$ cat config.mk
export PLATFORM = sky130hd
export DESIGN_NAME = phy_basic_regs
export DESIGN_NICKNAME = d
export VERILOG_FILES = /design/src/rtl/phy_bcr_pkg.sv /design/src/rtl/phy_bcr_ctrl.sv /design/src/rtl/phy_bcr_mode.sv /design/src/rtl/phy_bcr_rdmux.sv /design/src/rtl/phy_basic_regs.sv
export SDC_FILE = /design/constraint.sdc
export NUM_CORES = 1
export LEC_CHECK = 0
export ABC_AREA = 1
export BUFFER_PORTS_ARGS = -buffer_cell sky130_fd_sc_hd__clkbuf_2
export CAP_MARGIN = 15
export CORE_MARGIN = 2
export CORE_UTILIZATION = 35
export CTS_BUF_LIST = sky130_fd_sc_hd__clkbuf_16
export CTS_CLUSTER_SIZE = 16
export DETAILED_ROUTE_END_ITERATION = 8
export HOLD_SLACK_MARGIN = 0.08
export PLACE_DENSITY = 0.75
export REMOVE_ABC_BUFFERS = 1
export SYNTH_ARGS = -nofsm -noshare
export SYNTH_HDL_FRONTEND = slang
export SYNTH_SLANG_ARGS = --single-unit
$ cat constraint.sdc
create_clock -name clk -period 1.3 [get_ports clk]
set_clock_uncertainty 0.2 [all_clocks]
set_input_delay 0.26 -clock clk [delete_from_list [all_inputs] [get_ports clk]]
set_output_delay 0.26 -clock clk [all_outputs]
set_load 0.01 [all_outputs]
$ cat src/rtl/phy_bcr_pkg.sv
package phy_bcr_pkg;

  localparam int DATA_W = 16;

  // bit positions inside the control word (software-visible layout)
  localparam int B_RST     = 15;
  localparam int B_LOOP    = 14;
  localparam int B_SPD     = 13;
  localparam int B_AN      = 12;
  localparam int B_PD      = 11;
  localparam int B_ISO     = 10;
  localparam int B_RESTART = 9;
  localparam int B_DUP     = 8;
  localparam int B_COL     = 7;

  // ability bits of the status word
  localparam logic ABIL_T4      = 1'b0;
  localparam logic ABIL_100_FD  = 1'b1;
  localparam logic ABIL_100_HD  = 1'b1;
  localparam logic ABIL_10_FD   = 1'b1;
  localparam logic [DATA_W-1:0] STATUS_WORD =
    {ABIL_T4, ABIL_100_FD, ABIL_100_HD, ABIL_10_FD, 12'h000};

  typedef struct packed {
    logic loopback;
    logic speed100;
    logic an_en;
    logic pwr_down;
    logic isolate;
    logic full_dup;
    logic col_test;
  } bcr_t;

  function automatic bcr_t bcr_from_word(input logic [DATA_W-1:0] w);
    bcr_t c;
    c.loopback = w[B_LOOP];
    c.speed100 = w[B_SPD];
    c.an_en    = w[B_AN];
    c.pwr_down = w[B_PD];
    c.isolate  = w[B_ISO];
    c.full_dup = w[B_DUP];
    c.col_test = w[B_COL];
    return c;
  endfunction

  function automatic logic [DATA_W-1:0] bcr_to_word(input bcr_t c);
    logic [DATA_W-1:0] w;
    w          = '0;
    w[B_LOOP]  = c.loopback;
    w[B_SPD]   = c.speed100;
    w[B_AN]    = c.an_en;
    w[B_PD]    = c.pwr_down;
    w[B_ISO]   = c.isolate;
    w[B_DUP]   = c.full_dup;
    w[B_COL]   = c.col_test;
    return w;
  endfunction

  function automatic bcr_t bcr_strap_defaults(input logic spd, input logic an,
                                              input logic iso, input logic half);
    bcr_t c;
    c          = '0;
    c.speed100 = spd;
    c.an_en    = an;
    c.isolate  = iso;
    c.full_dup = ~half;
    return c;
  endfunction

endpackage

$ cat src/rtl/phy_bcr_ctrl.sv
module phy_bcr_ctrl
  import phy_bcr_pkg::*;
(
  input  logic              clk,
  input  logic              rst_n,
  input  logic              strap_speed100,
  input  logic              strap_an_en,
  input  logic              strap_isolate,
  input  logic              strap_half_dup,
  input  logic              ctrl_wr,
  input  logic [DATA_W-1:0] wdata,
  output bcr_t              ctrl_q,
  output logic              soft_rst_pulse,
  output logic              an_restart_pulse
);

  bcr_t defaults;
  bcr_t ctrl_d;
  logic rst_hit;
  logic pd_exit;
  logic restart_hit;

  always_comb begin
    defaults    = bcr_strap_defaults(strap_speed100, strap_an_en,
                                     strap_isolate, strap_half_dup);
    rst_hit     = ctrl_wr && wdata[B_RST] && !ctrl_q.pwr_down;
    pd_exit     = ctrl_wr && wdata[B_RST] && ctrl_q.pwr_down;
    restart_hit = ctrl_wr && !wdata[B_RST] && wdata[B_RESTART];
    ctrl_d      = ctrl_q;
    if (rst_hit) begin
      ctrl_d = defaults;
    end else if (pd_exit) begin
      ctrl_d.pwr_down = 1'b0;
    end else if (ctrl_wr) begin
      ctrl_d = bcr_from_word(wdata);
    end
  end

  always_ff @(posedge clk) begin
    if (!rst_n) begin
      ctrl_q           <= defaults;
      soft_rst_pulse   <= 1'b0;
      an_restart_pulse <= 1'b0;
    end else begin
      ctrl_q           <= ctrl_d;
      soft_rst_pulse   <= rst_hit;
      an_restart_pulse <= rst_hit || restart_hit;
    end
  end

endmodule

$ cat src/rtl/phy_bcr_mode.sv
module phy_bcr_mode #(
  parameter int N_LANES = 2
) (
  input  logic               clk,
  input  logic               rst_n,
  input  logic               an_en,
  input  logic               an_done,
  input  logic [N_LANES-1:0] manual,
  input  logic [N_LANES-1:0] negotiated,
  output logic [N_LANES-1:0] eff
);

  for (genvar g = 0; g < N_LANES; g++) begin : g_lane
    logic nxt;
    always_comb begin
      if (!an_en)       nxt = manual[g];
      else if (an_done) nxt = negotiated[g];
      else              nxt = eff[g];
    end
    always_ff @(posedge clk) begin
      if (!rst_n) eff[g] <= 1'b0;
      else        eff[g] <= nxt;
    end
  end

endmodule

$ cat src/rtl/phy_bcr_rdmux.sv
module phy_bcr_rdmux
  import phy_bcr_pkg::*;
#(
  parameter int                ADDR_W    = 5,
  parameter logic [ADDR_W-1:0] CTRL_ADDR = ADDR_W'(0),
  parameter logic [ADDR_W-1:0] STAT_ADDR = ADDR_W'(1)
) (
  input  logic [ADDR_W-1:0] addr,
  input  bcr_t              ctrl_q,
  output logic [DATA_W-1:0] rdata
);

  always_comb begin
    if (addr == CTRL_ADDR)      rdata = bcr_to_word(ctrl_q);
    else if (addr == STAT_ADDR) rdata = STATUS_WORD;
    else                        rdata = '0;
  end

endmodule

$ cat src/rtl/phy_basic_regs.sv
module phy_basic_regs
  import phy_bcr_pkg::*;
#(
  parameter int                ADDR_W    = 5,
  parameter logic [ADDR_W-1:0] CTRL_ADDR = ADDR_W'(0),
  parameter logic [ADDR_W-1:0] STAT_ADDR = ADDR_W'(1)
) (
  input  logic              clk,
  input  logic              rst_n,
  input  logic              strap_speed100,
  input  logic              strap_an_en,
  input  logic              strap_isolate,
  input  logic              strap_half_dup,
  input  logic [ADDR_W-1:0] reg_addr,
  input  logic              reg_wr,
  input  logic [15:0]       reg_wdata,
  output logic [15:0]       reg_rdata,
  input  logic              an_done,
  input  logic              an_speed100,
  input  logic              an_full_dup,
  output logic              soft_rst_pulse,
  output logic              an_restart_pulse,
  output logic              pwr_down,
  output logic              isolate,
  output logic              loopback,
  output logic              col_test,
  output logic              eff_speed100,
  output logic              eff_full_dup
);

  localparam int LANES = 2;

  bcr_t             ctrl_q;
  logic             ctrl_wr;
  logic [LANES-1:0] eff;

  assign ctrl_wr = reg_wr && (reg_addr == CTRL_ADDR);

  phy_bcr_ctrl u_ctrl (
    .clk              (clk),
    .rst_n            (rst_n),
    .strap_speed100   (strap_speed100),
    .strap_an_en      (strap_an_en),
    .strap_isolate    (strap_isolate),
    .strap_half_dup   (strap_half_dup),
    .ctrl_wr          (ctrl_wr),
    .wdata            (reg_wdata),
    .ctrl_q           (ctrl_q),
    .soft_rst_pulse   (soft_rst_pulse),
    .an_restart_pulse (an_restart_pulse)
  );

  // lane 1 = speed, lane 0 = duplex
  phy_bcr_mode #(.N_LANES(LANES)) u_mode (
    .clk        (clk),
    .rst_n      (rst_n),
    .an_en      (ctrl_q.an_en),
    .an_done    (an_done),
    .manual     ({ctrl_q.speed100, ctrl_q.full_dup}),
    .negotiated ({an_speed100, an_full_dup}),
    .eff        (eff)
  );

  phy_bcr_rdmux #(
    .ADDR_W    (ADDR_W),
    .CTRL_ADDR (CTRL_ADDR),
    .STAT_ADDR (STAT_ADDR)
  ) u_rdmux (
    .addr   (reg_addr),
    .ctrl_q (ctrl_q),
    .rdata  (reg_rdata)
  );

  assign pwr_down     = ctrl_q.pwr_down;
  assign isolate      = ctrl_q.isolate;
  assign loopback     = ctrl_q.loopback;
  assign col_test     = ctrl_q.col_test;
  assign eff_speed100 = eff[1];
  assign eff_full_dup = eff[0];

endmodule

; ---- Yosys cells after proc, flatten, opt, wreduce, memory -nomap -nowiden
; Index checks and enable logic that the tools add are counted.
[word_totals]
reg_bits = 11
inputBits = 31
output_inout_bits = 24
wordCells = 44
[classes]
reduce_logical = 14
bitwise = 3
n_eq_ne = 4
mux = 12
[ops]
columns = cell, count
row1 = $mux 15, 2
row2 = $mux 6, 3
row3 = $logic_and 1x1->1, 6
row4 = $eq 5x1->1 const B, 1
row5 = $logic_not 5->1, 1
row6 = $mux 1, 5
row7 = $reduce_and 2->1, 2
row8 = $mux 3, 1
row9 = $ne 3x1->1 const B, 1
row10 = $ne 3x2->1 const B, 1
row11 = $not 1->1, 3
row12 = $reduce_or 3->1, 1
row13 = $logic_not 1->1, 2
row14 = $mux 2, 1
row15 = $ne 2x2->1 const B, 1
row16 = $reduce_or 2->1, 1
row17 = $logic_or 1x1->1, 1

; ---- Longest topological paths before layout
; Gate-level depths: netlist (run 1).
[depth]
ltp_word = 7
depth_mapped = 7
mapped_depth_nobuf = 7

; ---- By module
; A second synthesis (run 1) with hierarchy kept.
[unflattened]
cells_unflattened = 101
hier_area_um2 = 703.2
[by_module_without_submodules]
columns = mod, seq_area_each_um2, area_each_um2, instances, cells_each
row1 = phy_bcr_ctrl, 220.2, 419.2, 1, 52
row2 = phy_bcr_rdmux, 0.0, 158.9, 1, 27
row3 = phy_bcr_mode, 40.0, 100.1, 1, 16
row4 = phy_basic_regs, 0.0, 25.0, 1, 6

; ---- Worst setup path after synthesis (run 1)
; Ideal clock, no wire load.
[synth_timing]
path_kind = input to register
start = input port reg_addr[4]
end = register u_ctrl.ctrl_q[1] (netlist name)
t_required_ns = 0.793
path_buffers = 0
t_arrival_ns = 0.902
path_slack_ns = -0.110
setup_time_ns = 0.307
path_stages = 5
path_cell_list = inv_1 nand2_1 nor2_4 nand3_1 nand2_1
[synth_between]
elab_chain_len = 6
word_cells_on_any_way = 8
cone_classes = eq/ne: 2 / reduce/logical: 6
[synth_rtl]
columns = element, line
row1 = start: declaration, phy_basic_regs.sv:14  ; input logic [ADDR_W-1:0] reg_addr,
row2 = $logic_not 5->1 *, phy_basic_regs.sv:37  ; assign ctrl_wr = reg_wr && (reg_addr == CTRL_ADDR);
row3 = $logic_and 1x1->1 *, phy_basic_regs.sv:37
row4 = $logic_and 1x1->1, "phy_bcr_ctrl.sv:26, phy_bcr_ctrl.sv:27"
row5 = $logic_and 1x1->1 (on tied branches), "phy_bcr_ctrl.sv:26, phy_bcr_ctrl.sv:27"
row6 = $ne 3x1->1 (no source line) / $ne 3x2->1 (equally long branches), --
row7 = $reduce_and 2->1 (no source line) *, --
; Mark *: on every way between the ends. The rest lies on a longest branch, timed or not.
; A chain may end at the register's enable or synchronous reset.

; ---- Final worst setup path (run 1)
[layout_timing]
start = register u_ctrl.ctrl_q[5] (netlist name)
end = output port reg_rdata[13]
[layout_between]
elab_chain_len = 1
[layout_rtl]
columns = element, line
row1 = $mux 15, phy_bcr_rdmux.sv:14  ; if (addr == CTRL_ADDR) rdata = bcr_to_word(ctrl_q);
row2 = end: declaration, phy_basic_regs.sv:17  ; output logic [15:0] reg_rdata,
; No other way between the ends.

==> results of run 1 <==
## area by class of cell
type / count / share of cell area [%]
Clock buffer: 3 / 6.00
Clock inverter: 1 / 0.300
Inverter: 19 / 5.70
Multi-Input combinational cell: 65 / 37.0
Sequential cell: 11 / 20.9
Tap cell: 27 / 2.70
Timing Repair Buffer: 53 / 27.4
## per-layer routing
metal  up-vias  track usage (%)  routed length (µm)
met3         0             3.99                 126
met1       362             16.5                 773
li1        403                -                   -
met5         -                0                   0
met4         0             4.29                   0
met2        30             29.1                1120
## repair_timing
action,in CTS,in global routing
buffers inserted,1,2
setup endpoints to repair,8,18
hold buffers,1,0
gates resized for setup,8,37
hold endpoints to repair,1,0
pin swaps,6,12
## worst register-to-register path, cell delays in order, from the launching register on
cell and delay, ns:
dfxtp_1 0.39, inv_2 0.09, nand4_4 0.10, nand2_4 0.08, nand2_1 0.11, nand2_2 0.06
## report_power, final
group / switching, W / leakage (nW) / total [W] / internal (W)
Combinational: 0.0000998 / 0.483 / 0.000173 / 0.0000728
Sequential: 0.00000638 / 0.0986 / 0.000379 / 0.000372
Clock: 0.000148 / 0.0423 / 0.000551 / 0.000403
## worst max path at each step
stage / startpoint / endpoint / slack (ns) / cells past startpoint
floorplan: reg_addr[4] / u_ctrl.ctrl_q[1] / -0.11 / 5
global placement: reg_addr[3] / reg_rdata[11] / -0.21 / 5
detailed placement: reg_addr[3] / reg_rdata[11] / -0.24 / 5
CTS: u_ctrl.ctrl_q[4] / reg_rdata[12] / -0.15 / 3
global route: u_ctrl.ctrl_q[5] / reg_rdata[13] / -0.25 / 3
finish: u_ctrl.ctrl_q[5] / reg_rdata[13] / -0.17 / 3
## through the flow
stage | instance area [µm²] | cells | worst slack [ns]
after global routing | 1250 | 179 | -0.245
after floorplan | 669 | 95 | -0.110
after CTS | 1100 | 177 | -0.153
final | 1250 | 179 | -0.168
after detailed placement | 976 | 171 | -0.238
after global placement | 976 | 171 | -0.211
## flip-flops by register name, indices dropped and copies added (netlist names)
signal,flops
u_mode.eff,2
u_ctrl.an_restart_pulse,1
u_ctrl.ctrl_q,7
u_ctrl.soft_rst_pulse,1
## Yosys cell counts
cell	number	area [µm²]
nand3_1	9	45.0
nor2_4	2	22.5
nand4_4	1	21.3
nand2_1	19	71.3
conb_1	1	3.75
nand2_2	2	12.5
clkbuf_4	1	7.51
nor2_2	1	6.26
nand4_1	3	18.8
buf_4	9	67.6
a21oi_1	3	15.0
nor2_1	9	33.8
o2111ai_1	3	26.3
o211ai_1	2	15.0
o21ai_0	1	5.00
edfxtp_1	4	120
dfxtp_1	7	140
nand2_4	1	11.3
inv_1	19	71.3
## cells in the final DEF, fill, tap and decap left out, types with 2 or more instances in the layout
| cell type | instances |
|---|---|
| clkbuf_2 | 32 |
| inv_1 | 19 |
| nand2_1 | 14 |
| conb_1 | 9 |
| buf_4 | 9 |
| buf_6 | 8 |
| nor2_4 | 7 |
| dfxtp_1 | 6 |
| nand2_2 | 5 |
| nand3_1 | 5 |
| edfxtp_1 | 4 |
| o2111ai_2 | 3 |
| nand3_2 | 3 |
| nand4_1 | 3 |
| nor2_1 | 3 |
| clkbuf_16 | 3 |
| buf_2 | 3 |
| nand2_4 | 2 |
| nor2_2 | 2 |
| o211ai_1 | 2 |
| a21oi_2 | 2 |
## cell families (layout without fill, tap and decap cells)
group,after synthesis,after routing,share of synthesized area (%)
flip-flops,11,11,36.4
buffers and inverters,29,76,20.5
AND/OR/NAND/NOR,47,47,34.0
AO/OA/AOI/OAI,9,9,8.58
other,1,9,0.525
==> impl_metrics.yaml, run 1 <==
yosys:
  yosysWarnings: 0
  syn_avg_cell_area_um2: 7.37
  synthDistinctLibCells: 19
  syn_inst: 97
  synth-seq-cells: 11
  netlist_area_um2: 714
  ys_seq_area_share_pct: 36.4
sta:
  rsz0062_at_grt: "yes"
  setup_ws_ns: -0.168
  fmax_mhz: 681
  hold_ws_ns: 0.0844
  period_share_pct: 113
  finalSetupTns_ns: -0.904
  period_minus_slack_ns: 1.47
  maxSlewViolCount: 0
  setup-violations-final: 12
  hold_viol: 0
power_and_ir_drop:
  p_leak_nw: 0.624
  vdd_drop_max_uv: 640
  power_w: 0.00110
  p_per_area_nw_per_um2: 881
outcome:
  status: "finished, violations left"
  violations: "setup timing"
layout:
  nNetsFinal: 184
  fillCellCount: 185
  multi_input_area_um2: 463
  regArea_um2: 262
  drive_above_1_share_pct: 55.3
  fin_util_pct: 64.4
  antennaDiodeCount: 0
  area_growth_pct: 75.1
global_routing:
  grt_util_all_layers_pct: 15.4
  antenna_found_initial: 0
  grt.overflow.total: 0
  grt_pass1_wl_mm: 2.89
  grt_max_degree: 12
  grt_pass1_vias: 718
floorplan:
  die_area_um2: 2420
  std_cell_rows: 16
  die_y_um: 49.2
  pin_count: 55
  die_w_um: 49.2
  initial_utilization_pct: 36.8
  core_area_um2: 1940
worst_setup_path:
  crit_arrival_ns: 1.01
  crit_path_cell_trace: "o2111ai_2 -> inv_1 -> clkbuf_2"
  slowest_delay_ns: 0.41
  cp_top_family: "flip-flops"
  end_kind: "output port"
  ff2ff_setup_slack_ns: 0.01
  r2r_end: "u_ctrl.ctrl_q[5]"
  crit_required_ns: 0.84
  critPathSlowestCell: "edfxtp_1"
  r2r_cells: 5
  cp_num_buf_inv: 2
  start_kind: "flip-flop"
  crit_type: "flip-flop to output port"
  r2r-start: "u_ctrl.ctrl_q[3]"
  critPathMaxFanout: 2
clock_tree:
  htree_levels: 1
  cts_buffers: 3
  clock_path_buffers: 2
  clk_pin_slew_ns: 0.04
  cts_tree: "built"
  worstSkewPairLatency_ns: 0.24
  cts_sinks: 11
  root_buffer: "clkbuf_16"
routing:
  post-route-drc-count: 0
  wl_mm: 2.02
  viasPerCell: 4.44
  dr.pass1.iters: 4
  final_antenna_net_count: 0
  wl_per_cell_um: 11.3
  drt_iter0_drc: 12
  vias: 795
min_path:
  holdCritPathClass: "input port to flip-flop"
  min_path_cells: 3
  hold_path_startpoint: "reg_wdata[14]"
  min_delay_worst_endpoint: "u_ctrl.ctrl_q[6]"
job:
  max_cap_viol_count: 0
placed_design:
  dp_hpwl_mm: 1.36
  numPortBuffers: 38
  gp_routability_congestion: 0.736
Note: power is estimated with default switching activity, not from simulation.
==> run 2, diff against run 1 <==
--- a/config.mk
+++ b/config.mk
@@ -14,7 +14,7 @@
 export CTS_CLUSTER_SIZE = 16
 export DETAILED_ROUTE_END_ITERATION = 8
 export HOLD_SLACK_MARGIN = 0.08
-export PLACE_DENSITY = 0.75
+export PLACE_DENSITY = 0.79
 export REMOVE_ABC_BUFFERS = 1
 export SYNTH_ARGS = -nofsm -noshare
 export SYNTH_HDL_FRONTEND = slang
==> impl_metrics.yaml, run 2 (synthesis results as in run 1) <==
routing:
  vias: 791
  wl_per_cell_um: 10.5
  dr.pass1.iters: 3
  viasPerCell: 4.42
  post-route-drc-count: 0
  drt_iter0_drc: 5
  wl_mm: 1.89
  final_antenna_net_count: 0
worst_setup_path:
  cpMostUsedCell: "buf_6"
  crit_required_ns: 0.84
  ff2ff_setup_slack_ns: 0.04
  r2r_cells: 5
  slowest_delay_ns: 0.13
  critPathSlowestCell: "buf_2"
  r2r-start: "u_ctrl.ctrl_q[3]"
  start_kind: "input port"
  critPathMaxFanout: 3
  cp_num_buf_inv: 6
  crit_arrival_ns: 1.05
  crit_path_cell_trace: "buf_6 -> nor2_4 -> buf_4 -> buf_6 -> buf_6 -> o2111ai_1 -> inv_1 -> buf_2"
  crit_type: "input port to output port"
  cp_top_family: "buffers and inverters"
  r2r_end: "u_ctrl.ctrl_q[4]"
  end_kind: "output port"
sta:
  period_minus_slack_ns: 1.51
  hold_ws_ns: 0.102
  maxSlewViolCount: 0
  setup_ws_ns: -0.211
  rsz0062_at_grt: "yes"
  period_share_pct: 116
  hold_viol: 0
  setup-violations-final: 17
  fmax_mhz: 662
power_and_ir_drop:
  seq_power_share_pct: 34.6
  combPwrFrac_pct: 15.3
  netSwitchingPower_w: 0.000240
  power.internal_w: 0.000850
  p_per_area_nw_per_um2: 943
  p_leak_nw: 0.626
  p_clk_share_pct: 50.1
  vdd_drop_max_uv: 442
  swShare_pct: 22.0
floorplan:
  std_cell_rows: 16
  die_w_um: 49.2
  core_area_um2: 1940
  die_y_um: 49.2
  die_area_um2: 2420
  initial_utilization_pct: 36.8
  pin_count: 55
global_routing:
  grtUsageMet1_pct: 15.5
  grt_util_all_layers_pct: 14.8
  grt_pass1_vias: 715
  grt_pass1_wl_mm: 2.74
  antenna_found_initial: 0
  grt.overflow.total: 0
  grt_max_degree: 12
  met2_usage_pct: 27.9
  grtUsageMet3_pct: 3.37
  busiest_layer: "met2"
layout:
  area_growth_pct: 61.8
  nNetsFinal: 184
  regMostFlops: "u_ctrl.ctrl_q"
  largest_reg_flops: 7
  fin_util_pct: 59.5
  antennaDiodeCount: 0
  reg.largest.list: "u_ctrl.ctrl_q (7), u_mode.eff (2)"
  layout_common_cells: "30 x clkbuf_2, 20 x inv_1, 18 x nand2_1"
  layout_commonest_cell: "clkbuf_2"
  fillCellCount: 178
  drive_above_1_share_pct: 46.7
min_path:
  hold_path_startpoint: "reg_wdata[7]"
  min_delay_worst_endpoint: "u_ctrl.ctrl_q[0]"
  holdCritPathClass: "input port to flip-flop"
  min_path_cells: 3
job:
  max_cap_viol_count: 0
outcome:
  status: "finished, violations left"
  violations: "setup timing"
clock_tree:
  htree_levels: 1
  cts_sinks: 11
  worstSkewPairLatency_ns: 0.23
  cts_buffers: 3
  clk_pin_slew_ns: 0.04
  clock_path_buffers: 2
  root_buffer: "clkbuf_16"
  cts_tree: "built"
placed_design:
  numPortBuffers: 38
  gp_routability_congestion: 0.753
  dp_hpwl_mm: 1.36
## run 2: cell types whose count changed in the layout (fill, tap and decap cells not counted), moves of 2 or more
| cell | previous run | this run |
|---|---|---|
| clkbuf_2 | 32 | 30 |
| o2111ai_1 | 0 | 2 |
| o2111ai_2 | 3 | 1 |
| nor2_4 | 7 | 3 |
| buf_6 | 8 | 5 |
| a21oi_1 | 1 | 3 |
| nand2_1 | 14 | 18 |
| a21oi_2 | 2 | 0 |
| nand2_2 | 5 | 1 |
| nor2_1 | 3 | 6 |
| buf_2 | 3 | 7 |
## run 2: cell type report
type / instances / area, µm² / area share [%]
multi-input combinational: 65 / 384 / 33.2
clock inverter: 1 / 3.75 / 0.325
clock buffer: 3 / 75.1 / 6.49
sequential: 11 / 262 / 22.6
timing repair buffer: 53 / 327 / 28.2
tap: 27 / 33.8 / 2.92
inverter: 19 / 71.3 / 6.17
## run 2: power by group through the flow
stage          clock, W  combinational (W)  sequential [W]
6_report       0.000546           0.000167        0.000378
5_1_grt        0.000577           0.000185        0.000379
4_1_cts        0.000554           0.000148        0.000377
3_5_place_dp          0           0.000141        0.000383
3_3_place_gp          0           0.000137        0.000383
2_1_floorplan         0          0.0000555        0.000388
## run 2: worst max path at each step
stage	start	depth (start not counted)	end	slack, ns
finish	reg_addr[3]	8	reg_rdata[12]	-0.21
global placement	reg_addr[3]	5	reg_rdata[11]	-0.19
global route	reg_addr[4]	5	reg_rdata[8]	-0.26
floorplan	reg_addr[4]	5	u_ctrl.ctrl_q[1]	-0.11
CTS	reg_addr[2]	5	reg_rdata[10]	-0.18
detailed placement	reg_addr[3]	5	reg_rdata[10]	-0.21
## run 2: worst reg2reg max path: cells and delay by family (launching register included)
family	cells	cell delay, ns
DFF	1	0.36
and+or+nand+nor	4	0.34
buffers and inverters	1	0.10
## run 2: repair_timing
action,4_1_cts,5_1_grt
hold buffers,1,0
resized for setup,2,23
setup buffers,1,2
setup endpoints to repair,7,17
pin swaps,4,12
endpoints found under the hold margin,1,0
## run 2: per-layer routing
| metal | wire length, µm | part of all wire (%) |
|---|---|---|
| met1 | 710 | 38 |
| met2 | 1050 | 55 |
| met3 | 130 | 6.9 |
| met4 | 0 | 0 |
| met5 | 0 | 0 |
## run 2: stage by stage
step	setup slack, ns	power, W	instance area [µm²]	TNS, ns	std cells
floorplan	-0.110	0.000443	669	-0.476	95
global placement	-0.194	0.000520	976	-2.35	171
detailed placement	-0.205	0.000524	976	-2.77	171
CTS	-0.177	0.00108	1080	-1.14	177
global route	-0.258	0.00114	1160	-3.28	179
finish	-0.211	0.00109	1160	-2.20	179
